<file path="src/rtl/txbd_pkg.sv">
package txbd_pkg;
  localparam int unsigned RDY_B  = 15;
  localparam int unsigned IRQ_B  = 14;
  localparam int unsigned WRAP_B = 13;
  localparam int unsigned PAD_B  = 12;
  localparam int unsigned CRC_B  = 11;
  localparam int unsigned LEN_LO = 16;

  typedef enum logic [2:0] {
    S_IDLE,
    S_RD_STAT,
    S_RD_PTR,
    S_SEND,
    S_WR_STAT,
    S_WAIT
  } eng_state_t;
endpackage

</file>
<file path="src/rtl/txbd_ring_index.sv">
module txbd_ring_index #(
  parameter int IDX_W = 7
) (
  input  logic           clk,
  input  logic           rst,
  input  logic           adv_i,
  input  logic           wrap_i,
  input  logic [IDX_W:0] max_i,
  output logic [IDX_W-1:0] idx_o
);
  logic last;
  assign last = ({1'b0, idx_o} == (max_i - 1'b1));

  always_ff @(posedge clk) begin
    if (rst) idx_o <= '0;
    else if (adv_i) idx_o <= (wrap_i || last) ? '0 : idx_o + 1'b1;
  end

  AST_IDX_STEP: assert property (@(posedge clk) disable iff (rst)
    (idx_o != $past(idx_o)) |-> (idx_o == '0 || idx_o == $past(idx_o) + 1'b1));
endmodule

</file>
<file path="src/rtl/txbd_poll_timer.sv">
module txbd_poll_timer #(
  parameter int DLY_W = 8
) (
  input  logic             clk,
  input  logic             rst,
  input  logic             load_i,
  input  logic [DLY_W-1:0] dly_i,
  output logic             done_o
);
  logic [DLY_W-1:0] cnt;

  always_ff @(posedge clk) begin
    if (rst) cnt <= '0;
    else if (load_i) cnt <= dly_i;
    else if (cnt != '0) cnt <= cnt - 1'b1;
  end

  assign done_o = (cnt == '0);

  AST_TMR_DOWN: assert property (@(posedge clk) disable iff (rst)
    ($past(cnt) != '0 && !$past(load_i)) |-> (cnt == $past(cnt) - 1'b1));
endmodule

</file>
<file path="src/rtl/txbd_ctrl.sv">
module txbd_ctrl
  import txbd_pkg::*;
#(
  parameter int ADDR_W = 32,
  parameter int IDX_W  = 7
) (
  input  logic              clk,
  input  logic              rst,
  input  logic              en_i,
  input  logic [ADDR_W-1:0] ring_base_i,
  input  logic [IDX_W-1:0]  idx_i,
  input  logic              tmr_done_i,
  output logic              tmr_load_o,
  output logic              adv_o,
  output logic              wrap_o,
  output logic              mem_req_o,
  output logic              mem_we_o,
  output logic [ADDR_W-1:0] mem_addr_o,
  output logic [31:0]       mem_wdata_o,
  input  logic              mem_ack_i,
  input  logic              mem_err_i,
  input  logic [31:0]       mem_rdata_i,
  output logic              tx_valid_o,
  output logic [ADDR_W-1:0] tx_addr_o,
  output logic [15:0]       tx_len_o,
  output logic [2:0]        tx_flags_o,
  input  logic              tx_done_i,
  output logic              irq_o,
  output logic              err_o
);
  localparam int PAD_W = ADDR_W - IDX_W - 3;

  eng_state_t  state;
  logic [31:0] status;
  logic [ADDR_W-1:0] desc_addr;

  assign desc_addr = ring_base_i + {{PAD_W{1'b0}}, idx_i, 3'b000};

  always_comb begin
    tmr_load_o = 1'b0;
    adv_o      = 1'b0;
    case (state)
      S_RD_STAT: tmr_load_o = mem_err_i || (mem_ack_i && !mem_rdata_i[RDY_B]);
      S_RD_PTR:  tmr_load_o = mem_err_i;
      S_WR_STAT: begin
        tmr_load_o = mem_err_i;
        adv_o      = mem_ack_i && !mem_err_i;
      end
      default: ;
    endcase
  end

  assign wrap_o     = status[WRAP_B];
  assign tx_len_o   = status[31:LEN_LO];
  assign tx_flags_o = {status[IRQ_B], status[PAD_B], status[CRC_B]};

  always_ff @(posedge clk) begin
    if (rst) begin
      state       <= S_IDLE;
      mem_req_o   <= 1'b0;
      mem_we_o    <= 1'b0;
      mem_addr_o  <= '0;
      mem_wdata_o <= '0;
      status      <= '0;
      tx_valid_o  <= 1'b0;
      tx_addr_o   <= '0;
      irq_o       <= 1'b0;
      err_o       <= 1'b0;
    end else begin
      irq_o <= 1'b0;
      case (state)
        S_IDLE: if (en_i) begin
          mem_req_o  <= 1'b1;
          mem_we_o   <= 1'b0;
          mem_addr_o <= desc_addr;
          state      <= S_RD_STAT;
        end
        S_RD_STAT: begin
          if (mem_err_i) begin
            mem_req_o <= 1'b0;
            err_o     <= 1'b1;
            state     <= S_WAIT;
          end else if (mem_ack_i) begin
            status <= mem_rdata_i;
            if (mem_rdata_i[RDY_B]) begin
              mem_addr_o <= mem_addr_o + 4;
              state      <= S_RD_PTR;
            end else begin
              mem_req_o <= 1'b0;
              state     <= S_WAIT;
            end
          end
        end
        S_RD_PTR: begin
          if (mem_err_i) begin
            mem_req_o <= 1'b0;
            err_o     <= 1'b1;
            state     <= S_WAIT;
          end else if (mem_ack_i) begin
            mem_req_o  <= 1'b0;
            tx_addr_o  <= mem_rdata_i[ADDR_W-1:0];
            tx_valid_o <= 1'b1;
            state      <= S_SEND;
          end
        end
        S_SEND: if (tx_done_i) begin
          tx_valid_o  <= 1'b0;
          mem_req_o   <= 1'b1;
          mem_we_o    <= 1'b1;
          mem_addr_o  <= desc_addr;
          mem_wdata_o <= status & ~(32'd1 << RDY_B);
          state       <= S_WR_STAT;
        end
        S_WR_STAT: begin
          if (mem_err_i) begin
            mem_req_o <= 1'b0;
            mem_we_o  <= 1'b0;
            err_o     <= 1'b1;
            state     <= S_WAIT;
          end else if (mem_ack_i) begin
            mem_req_o <= 1'b0;
            mem_we_o  <= 1'b0;
            irq_o     <= status[IRQ_B];
            state     <= S_IDLE;
          end
        end
        S_WAIT: if (tmr_done_i) state <= S_IDLE;
        default: state <= S_IDLE;
      endcase
    end
  end

  AST_REQ_HOLD: assert property (@(posedge clk) disable iff (rst)
    (mem_req_o && !mem_ack_i && !mem_err_i) |=>
      (mem_req_o && $stable(mem_addr_o) && $stable(mem_we_o) && $stable(mem_wdata_o)));
  AST_IRQ_PULSE: assert property (@(posedge clk) disable iff (rst)
    irq_o |=> !irq_o);
  AST_ERR_STICKY: assert property (@(posedge clk) disable iff (rst)
    err_o |=> err_o);
  AST_TXV_HOLD: assert property (@(posedge clk) disable iff (rst)
    (tx_valid_o && !tx_done_i) |=> tx_valid_o);
  AST_QUIET_SEND: assert property (@(posedge clk) disable iff (rst)
    tx_valid_o |-> !mem_req_o);
  AST_WB_NOT_READY: assert property (@(posedge clk) disable iff (rst)
    (mem_req_o && mem_we_o) |-> !mem_wdata_o[RDY_B]);
endmodule

</file>
<file path="src/rtl/txbd_ring_engine.sv">
module txbd_ring_engine #(
  parameter int ADDR_W = 32,
  parameter int IDX_W  = 7,
  parameter int DLY_W  = 8
) (
  input  logic              clk,
  input  logic              rst,
  input  logic              en_i,
  input  logic [ADDR_W-1:0] ring_base_i,
  input  logic [IDX_W:0]    max_desc_i,
  input  logic [DLY_W-1:0]  poll_dly_i,
  output logic              mem_req_o,
  output logic              mem_we_o,
  output logic [ADDR_W-1:0] mem_addr_o,
  output logic [31:0]       mem_wdata_o,
  input  logic              mem_ack_i,
  input  logic              mem_err_i,
  input  logic [31:0]       mem_rdata_i,
  output logic              tx_valid_o,
  output logic [ADDR_W-1:0] tx_addr_o,
  output logic [15:0]       tx_len_o,
  output logic [2:0]        tx_flags_o,
  input  logic              tx_done_i,
  output logic              irq_o,
  output logic              err_o,
  output logic [IDX_W-1:0]  idx_o
);
  logic tmr_load, tmr_done, adv, wrap;

  txbd_ring_index #(.IDX_W(IDX_W)) u_index (
    .clk(clk), .rst(rst), .adv_i(adv), .wrap_i(wrap),
    .max_i(max_desc_i), .idx_o(idx_o)
  );

  txbd_poll_timer #(.DLY_W(DLY_W)) u_timer (
    .clk(clk), .rst(rst), .load_i(tmr_load), .dly_i(poll_dly_i),
    .done_o(tmr_done)
  );

  txbd_ctrl #(.ADDR_W(ADDR_W), .IDX_W(IDX_W)) u_ctrl (
    .clk(clk), .rst(rst), .en_i(en_i), .ring_base_i(ring_base_i),
    .idx_i(idx_o), .tmr_done_i(tmr_done), .tmr_load_o(tmr_load),
    .adv_o(adv), .wrap_o(wrap),
    .mem_req_o(mem_req_o), .mem_we_o(mem_we_o), .mem_addr_o(mem_addr_o),
    .mem_wdata_o(mem_wdata_o), .mem_ack_i(mem_ack_i), .mem_err_i(mem_err_i),
    .mem_rdata_i(mem_rdata_i),
    .tx_valid_o(tx_valid_o), .tx_addr_o(tx_addr_o), .tx_len_o(tx_len_o),
    .tx_flags_o(tx_flags_o), .tx_done_i(tx_done_i),
    .irq_o(irq_o), .err_o(err_o)
  );
endmodule

</file>
<file path="config.mk">
export PLATFORM = sky130hd
export DESIGN_NAME = txbd_ring_engine
export DESIGN_NICKNAME = d
export VERILOG_FILES = /design/src/rtl/txbd_pkg.sv /design/src/rtl/txbd_ring_index.sv /design/src/rtl/txbd_poll_timer.sv /design/src/rtl/txbd_ctrl.sv /design/src/rtl/txbd_ring_engine.sv
export SDC_FILE = /design/constraint.sdc
export NUM_CORES = 1
export LEC_CHECK = 0
export CAP_MARGIN = 15
export CORE_MARGIN = 5
export CORE_UTILIZATION = 52
export DETAILED_ROUTE_END_ITERATION = 10
export PLACE_DENSITY = 0.94
export SYNTH_ARGS = -nofsm -noshare
export SYNTH_HDL_FRONTEND = slang
export SYNTH_SLANG_ARGS = --single-unit
</file>
<file path="constraint.sdc">
create_clock -name clk -period 3.75 [get_ports clk]
set_clock_uncertainty 0.2 [all_clocks]
set_input_delay 0.375 -clock clk [delete_from_list [all_inputs] [get_ports clk]]
set_output_delay 0.375 -clock clk [all_outputs]
set_load 0.05 [all_outputs]
</file>
# Word level (Yosys, flattened, before mapping)
# Index checks and enable logic that the tools add are counted.
op_classes:
  bitwise_logic: 3
  n_reduce_logical: 26
  n_mux: 36
  n_eq_ne: 19
  n_addsub: 5
op_table:
  columns: ["operator", "count"]
  rows:
  - ["2-to-1 mux 32 bit", 5]
  - ["case mux 32 bit (3 select lines)", 1]
  - ["adder 32 x 10 -> 32 bit", 1]
  - ["adder 32 x 3 -> 32 bit, second input constant", 1]
  - ["2-to-1 mux 3 bit", 10]
  - ["case mux 3 bit (6 select lines)", 1]
  - ["AND reduction 6 bit", 3]
  - ["2-to-1 mux 8 bit", 2]
  - ["!= test 2 bit, second input constant", 8]
  - ["subtractor 8 x 1 -> 8 bit, second input constant", 2]
  - ["2-to-1 mux 1 bit", 12]
  - ["!= test 3 bit, second input constant", 4]
  - ["== test 7 x 8 -> 1 bit", 1]
  - ["logical NOT 8 bit", 1]
  - ["AND reduction 4 bit", 2]
  - ["nonzero test 8 bit", 1]
  - ["adder 7 x 1 -> 7 bit, second input constant", 1]
  - ["2-to-1 mux 7 bit", 1]
  - ["== test 3 x 2 -> 1 bit, second input constant", 2]
  - ["== test 3 bit, second input constant", 2]
  - ["AND reduction 3 bit", 2]
  - ["nonzero test 3 bit", 2]
  - ["case mux 1 bit (2 select lines)", 2]
  - ["case mux 1 bit (4 select lines)", 1]
  - ["other kinds (14)", 21]
totals:
  word_cells: 101
  register_bits: 150
  out_inout_bits: 127

# Longest topological paths before layout
logic_depth:
  depth_word: 5
  mapped_depth: 10

# By module
# Synthesis repeated with hierarchy kept, for this count alone.
hier_totals:
  cells_unflattened: 997
  hier_area_um2: 7656.1
by_module_without_submodules:
  columns: ["module", "cells_each", "n_inst", "seq_area_each_um2", "area_per_inst_um2"]
  rows:
  - ["txbd_ctrl", 879, 1, 2682.6, 6628.9]
  - ["txbd_ring_index", 65, 1, 140.1, 551.8]
  - ["txbd_poll_timer", 53, 1, 160.2, 475.5]

# Worst setup path before layout
# Ideal clock, no wire load.
synth_path:
  path_type: "register -> register"
  start: "register u_ctrl.mem_addr_o[2]"
  end: "register u_ctrl.mem_addr_o[30]"
  path_stages_with_launch: 8
  n_path_buf: 1
  slack_ns: 0.848
  arrival_ns: 2.628
  path_cell_list: "dfxtp_1 ha_1 nand3_2 or3_1 buf_2 or3_4 or4_1 a31oi_1"
synth_via:
  elab_chain_cells: 5
synth_rtl:
  columns: ["element", "line", "source"]
  rows:
  - ["from (decl)", "txbd_ctrl.sv:18", "output logic [ADDR_W-1:0] mem_addr_o,"]
  - ["from (signal assigned)", "txbd_ctrl.sv:75", "mem_addr_o <= desc_addr;"]
  - ["from (signal assigned)", "txbd_ctrl.sv:86", "mem_addr_o <= mem_addr_o + 4;"]
  - ["from (signal assigned)", "txbd_ctrl.sv:110", "mem_addr_o <= desc_addr;"]
  - ["adder 32 x 3 -> 32 bit", "txbd_ctrl.sv:86", null]
  - ["2-to-1 mux 32 bit", "txbd_ctrl.sv:85", "if (mem_rdata_i[RDY_B]) begin"]
  - ["2-to-1 mux 32 bit", "txbd_ctrl.sv:83", "end else if (mem_ack_i) begin"]
  - ["2-to-1 mux 32 bit", "txbd_ctrl.sv:79", "if (mem_err_i) begin"]
  - ["case mux 32 bit (3 select lines)", "txbd_ctrl.sv:71", "case (state)"]
# Every way passes these cells. The select of a mux whose other input is x is not followed.
# A chain may end at the register's enable or synchronous reset.

# Worst setup path in the final report
layout_path:
  start: "register u_ctrl.state[1]"
  end: "register u_ctrl.mem_addr_o[23]"
layout_via:
  elab_chain_cells: 3
layout_rtl:
  columns: ["element", "line", "source"]
  rows:
  - ["from (decl)", "txbd_ctrl.sv:33", "eng_state_t state;"]
  - ["from (signal assigned)", "txbd_ctrl.sv:59", "state <= S_IDLE;"]
  - ["from (signal assigned)", "txbd_ctrl.sv:76", "state <= S_RD_STAT;"]
  - ["from (signal assigned)", "txbd_ctrl.sv:82", "state <= S_WAIT;"]
  - ["== test 3 x 2 -> 1 bit, or another cell as far along", "txbd_ctrl.sv:71", null]
  - ["!= test 2 bit (no line) or nonzero test 3 bit (tied branches)", null, null]
  - ["AND reduction 6 bit (no line)", null, null]
# Parallel ways exist; a longest one is shown, timed or not.

==> summary.md <==
| Metric | Value |
|---|---|
| Post-CTS setup buffer count | `0` |
| Worst slew margin | `0.343` |
| Placement Setup Slack | `0.575 ns` |
| CP Launch Type | `flop` |
| Main synth FF type | `dfxtp_1` |
| Worst hold stages | `2` |
| Post-CTS Hold Fix Bufs | `0` |
| First-pass DRT Iterations | `5` |
| Worst Max-Slew Pin Slew | `0.982 ns` |
| Buffers on Ports | `211` |
| RSZ-0062 raised after global routing | `false` |
| Yosys warnings | `0` |
| Clock Tree Root | `clkbuf_16` |
| 1st-iter DRT viols | `774` |
| Gate power share | `0.274` |
| Most frequent cells in the layout | `232 x nand2_1, 210 x clkdlybuf4s50_1, 149 x dfxtp_1` |
| HPWL Detailed | `16600 microns` |
| Die span in x | `130 microns` |
| Maximum VDD drop | `0.422 mV` |
| Post-Syn Area per Cell | `7.60 sq um` |
| Reg2reg setup slack | `0.80 ns` |
| Max Cap Violations | `0` |
| Core Box Area | `0.0139 sq mm` |
| Final Cycle Share | `0.787` |
| Sequential cell area fraction in the yosys report | `0.401` |
| Drt via density | `5.94` |
| Worst Slack Setup Final | `0.798 ns` |
| Tmin final | `2.95 ns` |
| EDFF count, synth | `0` |
| CTS clk-pin slew, worst paths | `0.06 ns` |
| Crit path max-delay family | `simple AND/OR/NAND/NOR gates` |
| Flops & latches, synth | `149` |
| RD Place Congestion | `0.945` |
| DRT Wirelength | `23700 microns` |
| # DRC | `0` |
| Async SR Flop Fraction | `0` |
| Vias in the first global route | `7592` |
| Wirelength per Cell | `17.7 microns` |
| Critical path depth | `5` |
| Die area | `0.0168 sq mm` |
| DRT antenna net count | `0` |
| Nets | `1245` |
| Cell Int Power | `3.30 mW` |
| Count of cell types in the netlist | `71` |
| Switching power | `1.68 mW` |
| DIE HEIGHT | `130 microns` |
| Final-report setup violation count | `0` |
| Buffers & Inverters on Critical Path | `0` |
| Arr. time, crit path | `3.09 ns` |
| Antenna Cells | `0` |
| Synth Instances | `979` |
| Crit-path cells | `nand2b_1 -> o2bb2ai_1 -> nand2_1 -> or4_1 -> a31oi_1` |
| Layout area overhead | `36.3%` |
| Final count of hold timing violations | `0` |
| Fmax | `339 MHz` |
| Clk pwr share | `0.349` |
| GRT overflow | `0` |
| Seq. cell area | `0.00298 sq mm` |
| Crit-path max cell delay | `0.63 ns` |
| Gr usage total | `0.276` |
| Initial antenna violation count | `0` |
| Critical Path End Type | `flop` |
| Setup tns final | `0 ns` |
| Most common cell after layout, fill and taps aside | `nand2_1` |
| Worst min-delay path class | `flop to flop` |
| CTS tree | `done` |
| Ports | `213` |
| CTS HTree Levels | `4` |
| Clock buffer depth | `2` |
| Sink Count | `149` |
| Site Rows | `43` |
| Critical-path maximum fanout | `19` |
| Global-route wire length before repair | `37500 microns` |
| Layout cells sized above 1 | `0.0535` |
| Leak Pwr | `3.49 nW` |
| Multi-input logic area | `0.00401 sq mm` |
| Worst skew pair latency | `0.42 ns` |
| Starting density of the core | `0.534` |
| Pwr/cell area | `492 mW/mm^2` |
| Mapped Area | `0.00744 sq mm` |
| Filler cells | `1043` |
| Outcome | `completed` |
| DR vias | `7947` |
| Max-slew violation count | `0` |
| Syn Nets | `1078` |
| CP required | `3.89 ns` |
| Num CTS Buffers | `17` |
| Flop pwr share | `0.376` |
| WS Path Type | `flop to flop` |
| Reg2Reg Depth | `5` |
| Cts repair resizes | `0` |
| Largest net degree at the start of global routing | `78` |
| Switching share of total power | `0.338` |
| Worst path slowest cell | `o2bb2ai_1` |
Yosys cell counts, types with 5 or more instances:
cell type | count | area (sq um)
nand2_1 | 232 | 871
dfxtp_1 | 149 | 2980
a21oi_1 | 131 | 656
clkbuf_1 | 58 | 218
nor2_1 | 48 | 180
o21ai_0 | 40 | 200
nor3_1 | 32 | 160
nand3_1 | 22 | 110
xnor2_1 | 21 | 184
buf_4 | 20 | 150
inv_1 | 18 | 67.6
a211oi_1 | 12 | 90.1
ha_1 | 12 | 150
xor2_1 | 12 | 105
a31oi_1 | 11 | 68.8
nand4_1 | 10 | 62.6
nor2b_1 | 10 | 62.6
nor4_1 | 9 | 56.3
or3_1 | 9 | 56.3
and3_1 | 8 | 50.1
mux2i_1 | 7 | 70.1
o21a_1 | 7 | 52.6
o22ai_1 | 7 | 43.8
a2111oi_0 | 5 | 43.8
nand2b_1 | 5 | 31.3
o31ai_1 | 5 | 37.5
or4_1 | 5 | 37.5
flip-flops by register name, indices dropped and copies added (netlist names):
register	flops
u_ctrl.mem_wdata_o	31
u_ctrl.state	3
u_ctrl.mem_we_o	1
u_ctrl.mem_addr_o	32
u_ctrl.irq_o	1
u_ctrl.mem_req_o	1
u_ctrl.status	31
u_timer.cnt	8
u_ctrl.tx_valid_o	1
u_ctrl.tx_addr_o	32
u_index.idx_o	7
u_ctrl.err_o	1
cells by family after synthesis:
group,share of synthesized area
other,0.000504
adders and majority gates,0.0229
muxes,0.00942
buffers and inverters,0.0604
xor gates and xnor gates,0.0388
DFF,0.401
and+or+nand+nor,0.256
AOI/OAI and AO/OA,0.211
area by class of cell:
cell class,instances,area share
repair buffers,229,0.222
inverters,18,0.00666
multi-input cells,731,0.395
well taps,180,0.0222
clock inverters,13,0.0171
clock buffers,18,0.0423
flip-flops and latches,149,0.294
power groups by stage:
| stage | Combinational [mW] | Sequential (mW) | Clock (mW) |
|---|---|---|---|
| after floorplan | 0.687 | 2.11 | 0 |
| after global placement | 1.32 | 1.90 | 0 |
| after detailed placement | 1.35 | 1.90 | 0 |
| after CTS | 1.36 | 1.87 | 1.76 |
| after global routing | 1.49 | 1.89 | 1.83 |
| final | 1.37 | 1.88 | 1.74 |
layer usage:
metal  share of wire  vias to the layer above  GRT usage
met2            0.48                      426      0.458
met4           0.036                        0      0.114
met5               0                        -          0
met1            0.39                     3700      0.348
li1                -                     3746          -
met3           0.088                       75     0.0635
per-stage QoR:
| stage | power (mW) | hold slack [ns] | utilization | cell area [sq um] | std cells |
|---|---|---|---|---|---|
| 6_report | 4.99 | 0.254 | 0.728 | 10100 | 1338 |
| 5_1_grt | 5.22 | 0.274 | 0.728 | 10100 | 1338 |
| 4_1_cts | 4.99 | 0.254 | 0.728 | 10100 | 1338 |
| 3_5_place_dp | 3.25 | 0.246 | 0.685 | 9540 | 1307 |
| 3_3_place_gp | 3.22 | 0.239 | 0.685 | 9540 | 1307 |
| 2_1_floorplan | 2.79 | 0.232 | - | 7440 | 979 |
path summary, 6_finish.rpt:
kind,from,to
setup reg to reg,u_ctrl.state[1],u_ctrl.mem_addr_o[23]
hold / removal,u_ctrl.mem_wdata_o[22],u_ctrl.mem_wdata_o[22]
setup / recovery,u_ctrl.state[1],u_ctrl.mem_addr_o[23]
hold reg to reg,u_ctrl.mem_wdata_o[22],u_ctrl.mem_wdata_o[22]
tightest hold or removal path, stage by stage, from the launching register on:
cell     delay, ns
dfxtp_1       0.31
nand2_1       0.05
a21oi_1       0.05
Power figures use the tool's default switching activity.
